[config.mk]
export PLATFORM = sky130hd
export DESIGN_NAME = xrr_top
export DESIGN_NICKNAME = d
export VERILOG_FILES = /design/src/rtl/xrr_pkg.sv /design/src/rtl/xrr_op_decode.sv /design/src/rtl/xrr_seq.sv /design/src/rtl/xrr_result.sv /design/src/rtl/xrr_top.sv
export SDC_FILE = /design/constraint.sdc
export NUM_CORES = 1
export LEC_CHECK = 0
export ABC_AREA = 1
export BUFFER_PORTS_ARGS = -buffer_cell sky130_fd_sc_hd__buf_2
export CAP_MARGIN = 0
export CORE_MARGIN = 2
export CORE_UTILIZATION = 47
export CTS_CLUSTER_DIAMETER = 60
export CTS_CLUSTER_SIZE = 8
export DETAILED_ROUTE_END_ITERATION = 10
export PLACE_DENSITY = 0.86
export SYNTH_ARGS = -nofsm -noshare
export SYNTH_HDL_FRONTEND = slang
export SYNTH_SLANG_ARGS = --single-unit
[constraint.sdc]
create_clock -name clk -period 3.6 [get_ports clk]
set_input_delay 0.54 -clock clk [delete_from_list [all_inputs] [get_ports clk]]
set_output_delay 0.54 -clock clk [all_outputs]
set_load 0.01 [all_outputs]
[src/rtl/xrr_pkg.sv]
package xrr_pkg;

  typedef enum logic [1:0] {
    ST_IDLE = 2'd0,
    ST_REQ  = 2'd1,
    ST_WAIT = 2'd2
  } xrr_state_e;

  typedef struct packed {
    logic supported;
    logic user;
    logic write;
  } xrr_op_t;

  localparam int FAULT_W = 7;

  // Fault code: ext at 6, high status at 5, low status at 4:1, flag at 0
  function automatic logic [FAULT_W-1:0] pack_fault(
    input logic       ext,
    input logic       fs_hi,
    input logic [3:0] fs_lo
  );
    return {ext, fs_hi, fs_lo, 1'b1};
  endfunction

endpackage

[src/rtl/xrr_op_decode.sv]
module xrr_op_decode
  import xrr_pkg::*;
#(
  parameter int IDX_W   = 3,
  parameter int NUM_OPS = 4
) (
  input  logic [IDX_W-1:0] idx,
  output xrr_op_t          op
);
  always_comb begin
    op.supported = (idx < IDX_W'(NUM_OPS));
    op.write     = idx[0];
    op.user      = idx[1];
  end
endmodule

[src/rtl/xrr_seq.sv]
module xrr_seq
  import xrr_pkg::*;
#(
  parameter int ADDR_W = 32
) (
  input  logic              clk,
  input  logic              rst_n,
  input  logic              op_valid,
  input  xrr_op_t           op,
  input  logic [ADDR_W-1:0] op_addr,
  input  logic              req_ready,
  input  logic              rsp_valid,
  output logic              req_valid,
  output logic [ADDR_W-1:0] req_vaddr,
  output logic              req_user,
  output logic              req_write,
  output logic              busy,
  output logic              rsp_take,
  output logic              op_err
);
  xrr_state_e        st_q, st_d;
  logic              cap_en;
  logic              err_d;
  logic [ADDR_W-1:0] vaddr_q;
  logic              user_q, write_q, err_q;

  always_comb begin
    st_d     = st_q;
    cap_en   = 1'b0;
    err_d    = 1'b0;
    rsp_take = 1'b0;
    case (st_q)
      ST_IDLE: begin
        if (op_valid) begin
          if (op.supported) begin
            st_d   = ST_REQ;
            cap_en = 1'b1;
          end else begin
            err_d = 1'b1;
          end
        end
      end
      ST_REQ: begin
        if (req_ready) st_d = ST_WAIT;
      end
      ST_WAIT: begin
        if (rsp_valid) begin
          rsp_take = 1'b1;
          st_d     = ST_IDLE;
        end
      end
      default: st_d = ST_IDLE;
    endcase
  end

  always_ff @(posedge clk or negedge rst_n) begin
    if (!rst_n) begin
      st_q  <= ST_IDLE;
      err_q <= 1'b0;
    end else begin
      st_q  <= st_d;
      err_q <= err_d;
    end
  end

  always_ff @(posedge clk or negedge rst_n) begin
    if (!rst_n) begin
      vaddr_q <= '0;
      user_q  <= 1'b0;
      write_q <= 1'b0;
    end else if (cap_en) begin
      vaddr_q <= op_addr;
      user_q  <= op.user;
      write_q <= op.write;
    end
  end

  assign req_valid = (st_q == ST_REQ);
  assign busy      = (st_q != ST_IDLE);
  assign req_vaddr = vaddr_q;
  assign req_user  = user_q;
  assign req_write = write_q;
  assign op_err    = err_q;
endmodule

[src/rtl/xrr_result.sv]
module xrr_result
  import xrr_pkg::*;
#(
  parameter int ADDR_W    = 32,
  parameter int PAGE_BITS = 12
) (
  input  logic                 clk,
  input  logic                 rst_n,
  input  logic                 rsp_take,
  input  logic [ADDR_W-1:0]    rsp_paddr,
  input  logic [PAGE_BITS-2:0] rsp_attr,
  input  logic                 rsp_fault,
  input  logic                 rsp_ext,
  input  logic                 rsp_fs_hi,
  input  logic [3:0]           rsp_fs_lo,
  input  logic                 sw_wr,
  input  logic [ADDR_W-1:0]    sw_data,
  input  logic                 busy,
  output logic [ADDR_W-1:0]    res_q
);
  localparam int PAD_W = ADDR_W - FAULT_W;

  logic              load_en;
  logic [ADDR_W-1:0] res_d;
  logic [ADDR_W-1:0] ok_word;
  logic [ADDR_W-1:0] flt_word;

  always_comb begin
    ok_word  = {rsp_paddr[ADDR_W-1:PAGE_BITS], rsp_attr, 1'b0};
    flt_word = {{PAD_W{1'b0}}, pack_fault(rsp_ext, rsp_fs_hi, rsp_fs_lo)};
    load_en  = 1'b0;
    res_d    = res_q;
    if (rsp_take) begin
      load_en = 1'b1;
      res_d   = rsp_fault ? flt_word : ok_word;
    end else if (sw_wr && !busy) begin
      load_en = 1'b1;
      res_d   = sw_data;
    end
  end

  always_ff @(posedge clk or negedge rst_n) begin
    if (!rst_n)       res_q <= '0;
    else if (load_en) res_q <= res_d;
  end
endmodule

[src/rtl/xrr_top.sv]
module xrr_top
  import xrr_pkg::*;
#(
  parameter int ADDR_W    = 32,
  parameter int PAGE_BITS = 12,
  parameter int IDX_W     = 3,
  parameter int NUM_OPS   = 4,
  parameter int SYNC_LEN  = 2
) (
  input  logic                 clk,
  input  logic                 rst_n,
  input  logic                 op_wr_valid,
  input  logic [IDX_W-1:0]     op_wr_idx,
  input  logic [ADDR_W-1:0]    op_wr_addr,
  output logic                 op_err,
  output logic                 busy,
  output logic                 req_valid,
  input  logic                 req_ready,
  output logic [ADDR_W-1:0]    req_vaddr,
  output logic                 req_user,
  output logic                 req_write,
  input  logic                 rsp_valid,
  input  logic [ADDR_W-1:0]    rsp_paddr,
  input  logic [PAGE_BITS-2:0] rsp_attr,
  input  logic                 rsp_fault,
  input  logic                 rsp_ext,
  input  logic                 rsp_fs_hi,
  input  logic [3:0]           rsp_fs_lo,
  input  logic                 res_wr,
  input  logic [ADDR_W-1:0]    res_wdata,
  output logic [ADDR_W-1:0]    res_q
);
  logic [SYNC_LEN-1:0] rst_sync_q;
  logic                rst_int_n;
  xrr_op_t             op_dec;
  logic                rsp_take;

  // Reset asserts asynchronously, releases after SYNC_LEN edges
  always_ff @(posedge clk or negedge rst_n) begin
    if (!rst_n) rst_sync_q <= '0;
    else        rst_sync_q <= {rst_sync_q[SYNC_LEN-2:0], 1'b1};
  end
  assign rst_int_n = rst_sync_q[SYNC_LEN-1];

  xrr_op_decode #(.IDX_W(IDX_W), .NUM_OPS(NUM_OPS)) u_dec (
    .idx (op_wr_idx),
    .op  (op_dec)
  );

  xrr_seq #(.ADDR_W(ADDR_W)) u_seq (
    .clk       (clk),
    .rst_n     (rst_int_n),
    .op_valid  (op_wr_valid),
    .op        (op_dec),
    .op_addr   (op_wr_addr),
    .req_ready (req_ready),
    .rsp_valid (rsp_valid),
    .req_valid (req_valid),
    .req_vaddr (req_vaddr),
    .req_user  (req_user),
    .req_write (req_write),
    .busy      (busy),
    .rsp_take  (rsp_take),
    .op_err    (op_err)
  );

  xrr_result #(.ADDR_W(ADDR_W), .PAGE_BITS(PAGE_BITS)) u_res (
    .clk       (clk),
    .rst_n     (rst_int_n),
    .rsp_take  (rsp_take),
    .rsp_paddr (rsp_paddr),
    .rsp_attr  (rsp_attr),
    .rsp_fault (rsp_fault),
    .rsp_ext   (rsp_ext),
    .rsp_fs_hi (rsp_fs_hi),
    .rsp_fs_lo (rsp_fs_lo),
    .sw_wr     (res_wr),
    .sw_data   (res_wdata),
    .busy      (busy),
    .res_q     (res_q)
  );
endmodule

---- After elaboration in Yosys (flattened, before gate mapping) ----
Cells that the tools add are included.
storage, ports and cells
  word-level logic and storage cells ...... 39
  output and inout bits ................... 69
  flip-flop bits (word level) ............. 71
  bits of input ports ..................... 123
cells by class
  mux-type cells .......................... 18
  $lt $le $gt $ge ......................... 1
  reduce and logical (&&, ||, !) cells .... 7
  equality and inequality tests ........... 6
operators by type and width
  cell                                                             number
  32-bit two-way mux                                               3
  1-bit two-way mux                                                10
  2-bit two-way mux                                                4
  2-bit != test, second input constant                             3
  2-bit one-hot mux with 3 select lines                            1
  4-bit AND reduction                                              1
  2-bit nonzero test                                               2
  3-bit less-than comparator, second input constant                1
  2-bit by 1-bit == test with 1-bit output, second input constant  1
  2-bit == test, second input constant                             1
  2-bit logical NOT                                                1
  2-bit by 1-bit != test with 1-bit output, second input constant  1
  2-bit AND reduction                                              1
  1-bit logical AND                                                1
  1-bit logical NOT                                                1

---- Longest topological paths before layout ----
Gate-level depths: netlist of run 1.
  depth after elaboration ................. 6
  gate-level depth with buffers ........... 7
  mapped depth without buffers ............ 6

---- By module ----
Synthesis of run 1 repeated with hierarchy kept, for this count alone.
unflattened totals
  cells, all modules ...................... 419
  area, all modules ....................... 3245.6 sq um
modules (own cells, without submodules)
  module         area an instance (sq um)  times used  cells an instance
  xrr_result     1660.3                    1           248
  xrr_seq        1512.7                    1           165
  xrr_top        53.8                      1           3
  xrr_op_decode  18.8                      1           3

---- Least setup slack after synthesis of run 1 ----
Ideal clock, no wire load.
  kind .................................... flip-flop to output port
  start point ............................. register u_seq.st_q[1]
  end point ............................... output port busy
  stages on the path, launching flop included .. 5
  arrival time ............................ 990 ps
  buffers on the path ..................... 2
  data required time ...................... 3060 ps
  slack ................................... 2070 ps
  path through ............................ dfrtp_1 nor2_1 buf_4 buf_2 inv_1
on the way
  longest elaborated chain between the ends .. 1
RTL lines
  what                    line           source
  from (decl)             xrr_seq.sv:21  xrr_state_e st_q, st_d;
  from (signal assigned)  xrr_seq.sv:61  st_q <= st_d;
  2-bit nonzero test      xrr_seq.sv:79  assign busy = (st_q != ST_IDLE);
  to (decl)               xrr_top.sv:16  output logic busy,
Every way passes these cells.

---- Worst setup path in the final report of run 1 ----
  start point ............................. register u_seq.st_q[0]
  end point ............................... register u_res.res_q[2]
on the way
  longest elaborated chain between the ends .. 6
RTL lines
  what                           line              source
  2-bit nonzero test             xrr_seq.sv:79
  1-bit logical NOT              xrr_result.sv:36  end else if (sw_wr && !busy) begin
  1-bit logical AND              xrr_result.sv:36
  1-bit two-way mux              xrr_result.sv:36
  1-bit two-way mux              xrr_result.sv:33  if (rsp_take) begin
  2-bit AND reduction (no line)  --
  to (signal assigned)           xrr_result.sv:44  else if (load_en) res_q <= res_d;
  to (decl)                      xrr_result.sv:19  output logic [ADDR_W-1:0] res_q
Parallel ways exist; a longest one is shown, timed or not.
A chain may end at the register's enable or synchronous reset.

==> out/results.env, run 1 <==
CLOCK_PATH_BUFFERS=2
WORST_R2R_ENDPOINT='u_res.res_q[2]'
AREA_DELTA_SYNTH_FINAL_PCT=35.4
FLOORPLAN.IO_PINS=192
FINAL_DESIGN_AREA_NO_FILL_UM2=4520
WORSTHOLDPATHTYPE='reg -> reg'
ROUTABILITY_CONG=0.839
CTS_HOLD_REPAIR.BUFFERS=1
CTS_TREE='built'
YS_DOMINANT_REG_CELL='dfrtp_1'
POST-DP-HPWL_UM=6250
TIMING.SETUP.CRITICAL_PATH_CLASS='reg -> reg'
SYN-INSTANCE-COUNT=452
NUMPORTBUFFERS=179
FIN_NETS=745
P_LEAK_nW=2.79
FIRST_GLOBAL_VIAS=3156
TIMING.CRITICAL_PATH.SLOWEST_STAGE_CELL='inv_2'
POST_SYNTH_INSTANCE_AREA_UM2=3340
GRT.OVERFLOW.TOTAL=0
R2R.WORST_PATH.CELLS=7
VDD_DROP_MAX_uV=474
SETUP_TNS_PS=0
YS_WARNS=0
DIEHEIGHT_UM=88.3
DRC_ERRORS=0
POST_SYNTH.CELL_AREA_AVG_UM2=7.39
MAXIMUM_NUMBER_OF_PINS_ON_ONE_NET_BEFORE_GLOBAL_ROUTE_REPAIR=51
WORST-SLEW-PIN-TRANSITION_PS=1100
FIRST_PASS_GRT_WIRE_LENGTH_UM=13500
ANTENNA-DIODE-COUNT=0
DIE-AREA_UM2=7800
CLOCK_TREE.ROOT_CELL='clkbuf_8'
CORE.ROWCOUNT=30
INITIALDRTVIOLATIONCOUNT=115
FINALPOWER_mW=3.65
MAX_SLEW_VIOLATION_TOTAL_FROM_THE_FINAL_REPORT=0
SYNTH_AREA_LEADER_CELL='dfrtp_1'
SYNTHTOPCELLSBYAREA='dfrtp_1, nand2_1, nand3_1'
FINALCRITICALPERIOD_PS=2220
REGTOREGSETUPSLACK_PS=1380
DIE-WIDTH_UM=88.3
TIMING.CRITICAL_PATH.FANOUT_MAX=42
RUN_STATUS='finished, final reports clean'
DRTANTENNAVIOLNETS=0
CRIT_PATH_MAX_INCR_DELAY_PS=580
SYNTHARSTFLOPSHARE_PCT=100
CTS-BUFFERS-INSERTED=9
TIMING.CRITICAL_PATH.TO_TYPE='flip-flop'
MAXIMUM_CLOCK_RATE_MHz=450
NETLIST-CELL-TYPE-COUNT=16
MIN-DELAY-START='rst_sync_q[0]'
CTS_NUM_SINKS=71
SYNTH.NET_COUNT=575
MAX-SLEW-MARGIN-REL_PCT=26.9
CLK_PIN_SLEW_WORST_PATHS_PS=80
INITIAL_STANDARD_CELL_UTILIZATION_OF_THE_CORE_PCT=48.9
YOSYS_REGISTER_BITS=71
HOLD-PATH-CELL-COUNT=0
HOLD_VIOL_FINAL=0
POSTROUTEWIRELENGTH_UM=8740
FINCLKSKEW_PS=8.32
VIA_PER_INST=4.72
WORSTSKEWPAIRLATENCY_PS=340
CRITICAL_PATH_ARRIVAL_PS=2490
HTREE_LEVELS=3
CRIT_FAMILY='buffers and inverters'
CRIT_REQUIRED_PS=3870
WHS_ENDPOINT='rst_sync_q[1]'
CRITICAL_PATH_CELL_COUNT=7
VIA_COUNT=3413
NETLIST_TOP_CELLS_COUNT='nand2_1, dfrtp_1, nand3_1, inv_1, buf_2'
MAX-CAP-VIOLATIONS=0
YOSYSTOPAREACELLSHARE_PCT=53.2
CRIT-REG2REG-LAUNCH='u_seq.st_q[0]'
FINAL_PERIOD_UTILIZATION_PCT=61.8
CP.BUFFERS_INVERTERS=3
DRT-PASS1-ITER-COUNT=4
SETUP_VIOL=0
STARTPOINT_TYPE='flip-flop'
HOLDWS_PS=388
DPL-INSTANCE-AREA_UM2=4270
YOSYSMOSTFREQUENTCELL='nand2_1'
INITIAL_ANTENNA_VIOLATION_COUNT=0
POSTCTSSETUPREPAIRBUFS=0
SYNTH-EDFF-COUNT=0
DETAIL_ROUTE.WL_PER_CELL_UM=12.1
FLOORPLAN.CORE_AREA_UM2=6830
YOSYSSEQAREASHARE_PCT=53.2
CP_COMMON_CELL='nand2_1'
RSZ0062_AT_GRT='false'
GRTUSAGETOTAL_PCT=22.3
POWER.DENSITY_CELL_AREA_nW_PER_UM2=807
CP_CELL_SEQUENCE='inv_1 -> nand3_2 -> buf_4 -> nand2_2 -> inv_2 -> nand2_1 -> nand2_1'
LAYOUT-DRIVE-GT1-SHARE_PCT=32.9
CTS-RESIZED-GATES=0
-- layout by cell type (no fill, tap or decap) --
cell type / netlist / layout
clkbuf_8: 0 / 9
clkinv_4: 0 / 1
nand3_2: 1 / 1
nor2_1: 4 / 3
nand3b_1: 1 / 1
inv_2: 2 / 2
dlygate4sd3_1: 0 / 1
inv_6: 0 / 1
nand2_1: 236 / 236
conb_1: 1 / 1
nand3_1: 59 / 59
nor2_2: 1 / 2
bufinv_16: 0 / 3
inv_1: 35 / 35
clkinvlp_4: 0 / 1
clkinv_1: 1 / 1
buf_2: 19 / 179
o21ai_0: 14 / 14
buf_4: 1 / 4
clkinv_2: 0 / 1
nand2_2: 1 / 1
dfrtp_1: 71 / 70
dfrtp_2: 0 / 1
-- stage by stage --
stage | cells | util, % | setup WS, ps
finish | 723 | 66.2 | 1380
detailed placement | 706 | 62.5 | 1160
global route | 723 | 66.2 | 1090
global placement | 706 | 62.5 | 1180
CTS | 723 | 66.2 | 1340
floorplan | 452 | - | 1480
-- how the worst max path moves through the flow --
stage,from,endpoint,slack [ps]
after floorplan,rst_sync_q[1],u_res.res_q[0],1480
after global placement,rsp_valid,u_res.res_q[31],1180
after detailed placement,rsp_valid,u_res.res_q[18],1160
after CTS,u_seq.st_q[1],u_res.res_q[31],1340
after global routing,u_seq.st_q[0],u_res.res_q[31],1090
final,u_seq.st_q[0],u_res.res_q[2],1380
-- layer usage --
metal	GRT usage [%]	vias to the layer above	part of all wire [%]	wire (um)
li1	-	1716	-	-
met1	24.9	1511	41	3550
met2	39.4	168	47	4090
met3	8.02	18	11	939
met4	7.44	0	1.8	159
met5	0	-	0	0
-- sequential cells by signal (all words and copies together), names as in the netlist --
signal,cells
u_res.res_q,32
u_seq.req_vaddr,32
rst_sync_q,2
u_seq.st_q,2
u_seq.op_err,1
u_seq.req_user,1
u_seq.req_write,1
-- report_power, final --
group	switching [mW]	internal, mW
sequential	0.218	1.18
combinational	0.928	0.557
clock	0.306	0.463
-- layout make-up --
| cell class | count | area, um^2 |
|---|---|---|
| tap | 96 | 120 |
| inverter | 38 | 143 |
| timing repair buffer | 184 | 936 |
| clock inverter | 7 | 120 |
| sequential | 71 | 1780 |
| clock buffer | 9 | 124 |
| multi-input combinational | 318 | 1300 |
| fill | 596 | 2310 |
-- cells by family after synthesis --
family / after synthesis / synth area share (%)
buf+inv: 63 / 7.90
compound gates: 14 / 2.10
simple gates: 303 / 36.7
other cells: 1 / 0.112
flops: 71 / 53.2
(Power assumes the default switching activity.)
==> run 2: changes to the inputs <==
--- a/config.mk
+++ b/config.mk
@@ -9,11 +9,11 @@
 export BUFFER_PORTS_ARGS = -buffer_cell sky130_fd_sc_hd__buf_2
 export CAP_MARGIN = 0
 export CORE_MARGIN = 2
-export CORE_UTILIZATION = 47
+export CORE_UTILIZATION = 40
 export CTS_CLUSTER_DIAMETER = 60
 export CTS_CLUSTER_SIZE = 8
 export DETAILED_ROUTE_END_ITERATION = 10
-export PLACE_DENSITY = 0.86
+export PLACE_DENSITY = 0.78
 export SYNTH_ARGS = -nofsm -noshare
 export SYNTH_HDL_FRONTEND = slang
 export SYNTH_SLANG_ARGS = --single-unit
==> constraint.sdc (replaced) <==
create_clock -name clk -period 1.85 [get_ports clk]
set_input_delay 0.2775 -clock clk [delete_from_list [all_inputs] [get_ports clk]]
set_output_delay 0.2775 -clock clk [all_outputs]
set_load 0.01 [all_outputs]
==> out/results.env, run 2 (synthesized netlist as in run 1, its figures left out) <==
ANTENNA-DIODE-COUNT=0
POWER.DENSITY_CELL_AREA_nW_PER_UM2=1530
DIE-AREA_UM2=9100
POST-DP-HPWL_UM=6240
POSTROUTEWIRELENGTH_UM=8610
HOLD_VIOL_FINAL=0
FINAL_STD_CELLS_W_O_FILL=736
DPL-INSTANCE-AREA_UM2=4320
RSZ0062_AT_GRT='false'
CP_CELL_SEQUENCE='nor2_2 -> buf_4 -> inv_1 -> buf_2'
CRIT-REG2REG-LAUNCH='u_seq.st_q[1]'
DRC_ERRORS=0
VIA_COUNT=3461
TIMING.CRITICAL_PATH.SLOWEST_STAGE_CELL='dfrtp_1'
INITIAL_ANTENNA_VIOLATION_COUNT=0
FIRST_GLOBAL_VIAS=3075
MAX_SLEW_VIOLATION_TOTAL_FROM_THE_FINAL_REPORT=0
MIN-DELAY-START='op_wr_addr[12]'
LAYOUT-DRIVE-GT1-SHARE_PCT=33.3
FIRST_PASS_GRT_WIRE_LENGTH_UM=13300
CORE.ROWCOUNT=33
DRT-PASS1-ITER-COUNT=4
FLOORPLAN.CORE_AREA_UM2=8180
FIN_NETS=749
DIEHEIGHT_UM=95.4
CLOCK_TREE.ROOT_CELL='clkbuf_8'
CRIT_REQUIRED_PS=1570
MAXIMUM_CLOCK_RATE_MHz=646
LAYOUT.FILLER_CELLS=760
NUMPORTBUFFERS=179
PRE_CTS_WS_PS=481
CLOCK_PATH_BUFFERS=2
HTREE_LEVELS=3
INITIALDRTVIOLATIONCOUNT=88
TIMING.CRITICAL_PATH.TO_TYPE='output port'
CTS_TREE='built'
VIA_PER_INST=4.70
MAX-SLEW-MARGIN-REL_PCT=64.2
VDD_DROP_MAX_uV=764
WORST-SLEW-PIN-TRANSITION_PS=536
AREA_DELTA_SYNTH_FINAL_PCT=36.3
TIMING.CRITICAL_PATH.FANOUT_MAX=11
DRTANTENNAVIOLNETS=0
SETUP_TNS_PS=0
CTS-BUFFERS-INSERTED=9
WORST_SETUP_PATH_STARTPOINT='u_seq.st_q[1]'
DETAIL_ROUTE.WL_PER_CELL_UM=11.7
WORSTSKEWPAIRLATENCY_PS=330
LAYOUT_COMMONEST_CELL='nand2_1'
P_LEAK_nW=2.80
CLK_PIN_SLEW_WORST_PATHS_PS=80
FLOORPLAN.IO_PINS=192
GRT.OVERFLOW.TOTAL=0
MOSTFREQUENTLAYOUTCELLS='nand2_1, buf_2, dfrtp_1, nand3_1, inv_1'
CELLS_AFTER_DPL=719
RUN_STATUS='finished, final reports clean'
GRTUSAGETOTAL_PCT=18.5
FINCLKSKEW_PS=7.58
FINAL_DESIGN_AREA_NO_FILL_UM2=4550
MAXIMUM_NUMBER_OF_PINS_ON_ONE_NET_BEFORE_GLOBAL_ROUTE_REPAIR=70
ROUTABILITY_CONG=0.768
DIE-WIDTH_UM=95.4
POST_LAYOUT_WORST_SETUP_MARGIN_PS=301
SETUP_VIOL=0
INITIAL_STANDARD_CELL_UTILIZATION_OF_THE_CORE_PCT=40.9
POSTCTSSETUPREPAIRBUFS=0
AREA_OF_THE_MULTI_INPUT_GATES_UM2=1300
CRIT_PATH_MAX_INCR_DELAY_PS=430
CRITICAL_PATH_ARRIVAL_PS=1270
WORSTHOLDPATHTYPE='in -> reg'
CTS_NUM_SINKS=71
FINAL_PERIOD_UTILIZATION_PCT=83.7
FINALCRITICALPERIOD_PS=1550
STARTPOINT_TYPE='flip-flop'
REGISTER_AREA_UM2=1780
TIMING.SETUP.CRITICAL_PATH_CLASS='reg -> out'
MAX-CAP-VIOLATIONS=0
run 2: power by group:
part	switching, mW	leakage, nW	internal (mW)	total, mW
Sequential	0.396	0.876	2.29	2.69
Clock	0.561	0.105	0.760	1.32
Combinational	1.83	1.81	1.12	2.96
Total	2.79	2.80	4.18	6.97
run 2: final cells by class:
type,count,area share (%)
flip-flops and latches,71,39.0
repair buffers,188,21.5
clock inverters,7,2.14
well taps,105,2.88
multi-input cells,318,28.6
clock buffers,9,2.72
inverters,38,3.13
run 2: worst paths after layout:
check	end	slack, ps	cells after the start
max	busy	300	4
min	u_seq.req_vaddr[12]	170	3
max reg2reg	u_seq.req_vaddr[31]	470	6
min reg2reg	u_res.res_q[5]	270	1
max in group asynchronous	u_res.res_q[8]	1270	1
min in group asynchronous	rst_sync_q[1]	260	2
run 2: timing repair:
action | CTS | global route
gates resized for setup | 0 | 0
endpoints found under the hold margin | 2 | 0
hold buffers | 1 | 0
run 2: worst max-delay path, delay by kind of cell, from the launching register on:
family | cells | cell delay, ps
flip-flops | 1 | 430
buffers and inverters | 3 | 370
AND/OR/NAND/NOR | 1 | 150
run 2: routing by layer:
| layer | up-vias | global-route usage [%] | share of wire (%) | wire, um |
|---|---|---|---|---|
| met3 | 11 | 5.30 | 11 | 921 |
| met5 | - | 0 | 0 | 0 |
| met2 | 153 | 32.1 | 46 | 3960 |
| met1 | 1569 | 21.9 | 42 | 3630 |
| li1 | 1728 | - | - | - |
| met4 | 0 | 6.31 | 1.1 | 93 |
run 2: metrics by stage:
step           hold WS, ps  power (mW)  utilization (%)
2_1_floorplan        -18.1        4.47                -
3_3_place_gp          63.4        5.60             52.9
3_5_place_dp          68.7        5.69             52.9
4_1_cts                145        7.07             55.7
5_1_grt                166        7.57             55.7
6_report               171        6.97             55.7
==> run 3: changes to the inputs <==
--- a/config.mk
+++ b/config.mk
@@ -9,11 +9,11 @@
 export BUFFER_PORTS_ARGS = -buffer_cell sky130_fd_sc_hd__buf_2
 export CAP_MARGIN = 0
 export CORE_MARGIN = 2
-export CORE_UTILIZATION = 40
+export CORE_UTILIZATION = 44
 export CTS_CLUSTER_DIAMETER = 60
 export CTS_CLUSTER_SIZE = 8
 export DETAILED_ROUTE_END_ITERATION = 10
-export PLACE_DENSITY = 0.78
+export PLACE_DENSITY = 0.81
 export SYNTH_ARGS = -nofsm -noshare
 export SYNTH_HDL_FRONTEND = slang
 export SYNTH_SLANG_ARGS = --single-unit
==> constraint.sdc (replaced) <==
create_clock -name clk -period 1.6 [get_ports clk]
set_input_delay 0.24 -clock clk [delete_from_list [all_inputs] [get_ports clk]]
set_output_delay 0.24 -clock clk [all_outputs]
set_load 0.01 [all_outputs]
==> out/results.env, run 3 (synthesized netlist as in run 1, its figures left out) <==
MET1_TRACK_DEMAND_OVER_RESOURCE_PCT=26.1
WORSTHOLDPATHTYPE='in -> reg'
DIE-AREA_UM2=8310
AREA_DELTA_SYNTH_FINAL_PCT=38.1
VDD_DROP_MAX_uV=1090
LAYOUT-DRIVE-GT1-SHARE_PCT=33.4
CLOCK_TREE.ROOT_CELL='clkbuf_8'
FIRST_GLOBAL_VIAS=3369
DETAIL_ROUTE.WL_PER_CELL_UM=12.5
WORST_R2R_ENDPOINT='u_res.res_q[12]'
CORE.ROWCOUNT=31
MAX_SLEW_VIOLATION_TOTAL_FROM_THE_FINAL_REPORT=0
REGTOREGSETUPSLACK_PS=170
P_LEAK_nW=2.83
HTREE_LEVELS=3
DRTANTENNAVIOLNETS=0
GRTUSAGETOTAL_PCT=22.3
CELLS_AFTER_DPL=712
POST_LAYOUT_WORST_SETUP_MARGIN_PS=68.9
HOLD_VIOL_FINAL=0
INITIAL_STANDARD_CELL_UTILIZATION_OF_THE_CORE_PCT=45.8
CLOCK_PATH_BUFFERS=2
ANTENNA-DIODE-COUNT=0
FLOORPLAN.IO_PINS=192
STARTPOINT_TYPE='flip-flop'
FINALCRITICALPERIOD_PS=1530
INITIALDRTVIOLATIONCOUNT=123
MAXIMUM_NUMBER_OF_PINS_ON_ONE_NET_BEFORE_GLOBAL_ROUTE_REPAIR=70
SETUP_TNS_PS=0
MIN-DELAY-START='op_wr_addr[5]'
PRE_CTS_WS_PS=188
GRT.MET3_USAGE_PCT=7.05
ROUTABILITY_CONG=0.766
WORST-SLEW-PIN-TRANSITION_PS=524
CTS_TREE='built'
POWER.DENSITY_CELL_AREA_nW_PER_UM2=1820
WHS_ENDPOINT='u_seq.req_vaddr[5]'
LAYOUT.FILLER_CELLS=666
DRT-PASS1-ITER-COUNT=4
AREA_OF_THE_MULTI_INPUT_GATES_UM2=1310
CTS_NUM_SINKS=71
FINAL_CORE_UTILIZATION_PCT=63.2
MAXIMUM_CLOCK_RATE_MHz=653
REGISTER_AREA_UM2=1780
FINAL_PERIOD_UTILIZATION_PCT=95.7
INITIAL_ANTENNA_VIOLATION_COUNT=0
CTS-BUFFERS-INSERTED=9
RSZ0062_AT_GRT='false'
GRT.BUSIEST_LAYER='met2'
POSTROUTEWIRELENGTH_UM=9100
CRIT-REG2REG-LAUNCH='u_seq.st_q[0]'
FIN_NETS=750
CRIT_REQUIRED_PS=1360
TIMING.CRITICAL_PATH.FANOUT_MAX=19
GRT.OVERFLOW.TOTAL=0
TIMING.SETUP.CRITICAL_PATH_CLASS='reg -> out'
VIA_COUNT=3479
WORSTSKEWPAIRLATENCY_PS=330
VIA_PER_INST=4.76
R2R.WORST_PATH.CELLS=7
FINAL_STD_CELLS_W_O_FILL=731
SETUP_VIOL=0
MAX-SLEW-MARGIN-REL_PCT=65.0
CRITICAL_PATH_ARRIVAL_PS=1290
NUMPORTBUFFERS=179
MAX-CAP-VIOLATIONS=0
GROUTE.LAYER.MET2.USAGE_PCT=38.6
DRC_ERRORS=0
DIE-WIDTH_UM=91.1
TIMING.CRITICAL_PATH.TO_TYPE='output port'
MOSTFREQUENTLAYOUTCELLS='nand2_1, buf_2, dfrtp_1, nand3_1, inv_1'
FINCLKSKEW_PS=8.83
POST-DP-HPWL_UM=6420
FIRST_PASS_GRT_WIRE_LENGTH_UM=15000
CLK_PIN_SLEW_WORST_PATHS_PS=80
HOLD-PATH-CELL-COUNT=3
LAYOUT_COMMONEST_CELL='nand2_1'
FLOORPLAN.CORE_AREA_UM2=7290
DIEHEIGHT_UM=91.1
RUN_STATUS='finished, final reports clean'
-- run 3: cell types whose count changed in the layout (fill, tap and decap cells not counted), sizes merged --
cell      before  now
clkinvlp       2    1
bufbuf         0    1
clkbuf         9   11
clkinv         4    3
-- run 3: timing repair --
action | 4_1_cts | 5_1_grt
buffers inserted | 0 | 1
hold buffers | 1 | 0
hold endpoints to repair | 2 | 0
endpoints found under the setup margin | 1 | 1
cloned | 1 | 0
gates resized for setup | 1 | 1
pin swaps | 1 | 1
-- run 3: layout make-up --
class | count | area share (%)
tap | 99 | 2.69
clock inverter | 5 | 1.76
multi-input combinational | 318 | 28.4
sequential | 71 | 38.6
inverter | 38 | 3.09
clock buffer | 11 | 3.07
timing repair buffer | 189 | 22.5
-- run 3: metal layers --
metal  share of wire [%]  up-vias  wire [um]
met3                 9.7        8        879
met2                  49      155       4460
li1                    -     1721          -
met4                 1.1        0        104
met1                  40     1595       3650
met5                   0        -          0
-- run 3: how the worst max path moves through the flow --
stage,start,slack [ps],to,cells past startpoint
6_report,u_seq.st_q[1],70,busy,4
5_1_grt,u_seq.st_q[1],1,busy,4
4_1_cts,u_seq.st_q[1],20,busy,4
3_5_place_dp,u_seq.st_q[1],190,u_res.res_q[23],6
3_3_place_gp,u_seq.st_q[1],220,u_res.res_q[23],6
2_1_floorplan,u_seq.st_q[1],370,busy,4
-- run 3: through the flow --
step	area [um^2]	power (mW)	hold slack, ps
floorplan	3340	5.16	-55.6
finish	4610	8.38	130
global placement	4330	6.52	25.2
global route	4610	9.05	115
CTS	4600	8.46	112
detailed placement	4330	6.67	33.3
-- run 3: worst max-delay path, stage by stage (launching register included) --
cell and delay [ps]:
dfrtp_2 450, nor2_4 160, buf_12 160, inv_1 50, buf_2 130
-- run 3: power by group --
| part | internal, mW | switching, mW | leakage (nW) |
|---|---|---|---|
| combinational | 1.49 | 2.17 | 1.85 |
| sequential | 2.66 | 0.484 | 0.875 |
| clock | 0.921 | 0.658 | 0.110 |
| total | 5.07 | 3.31 | 2.83 |
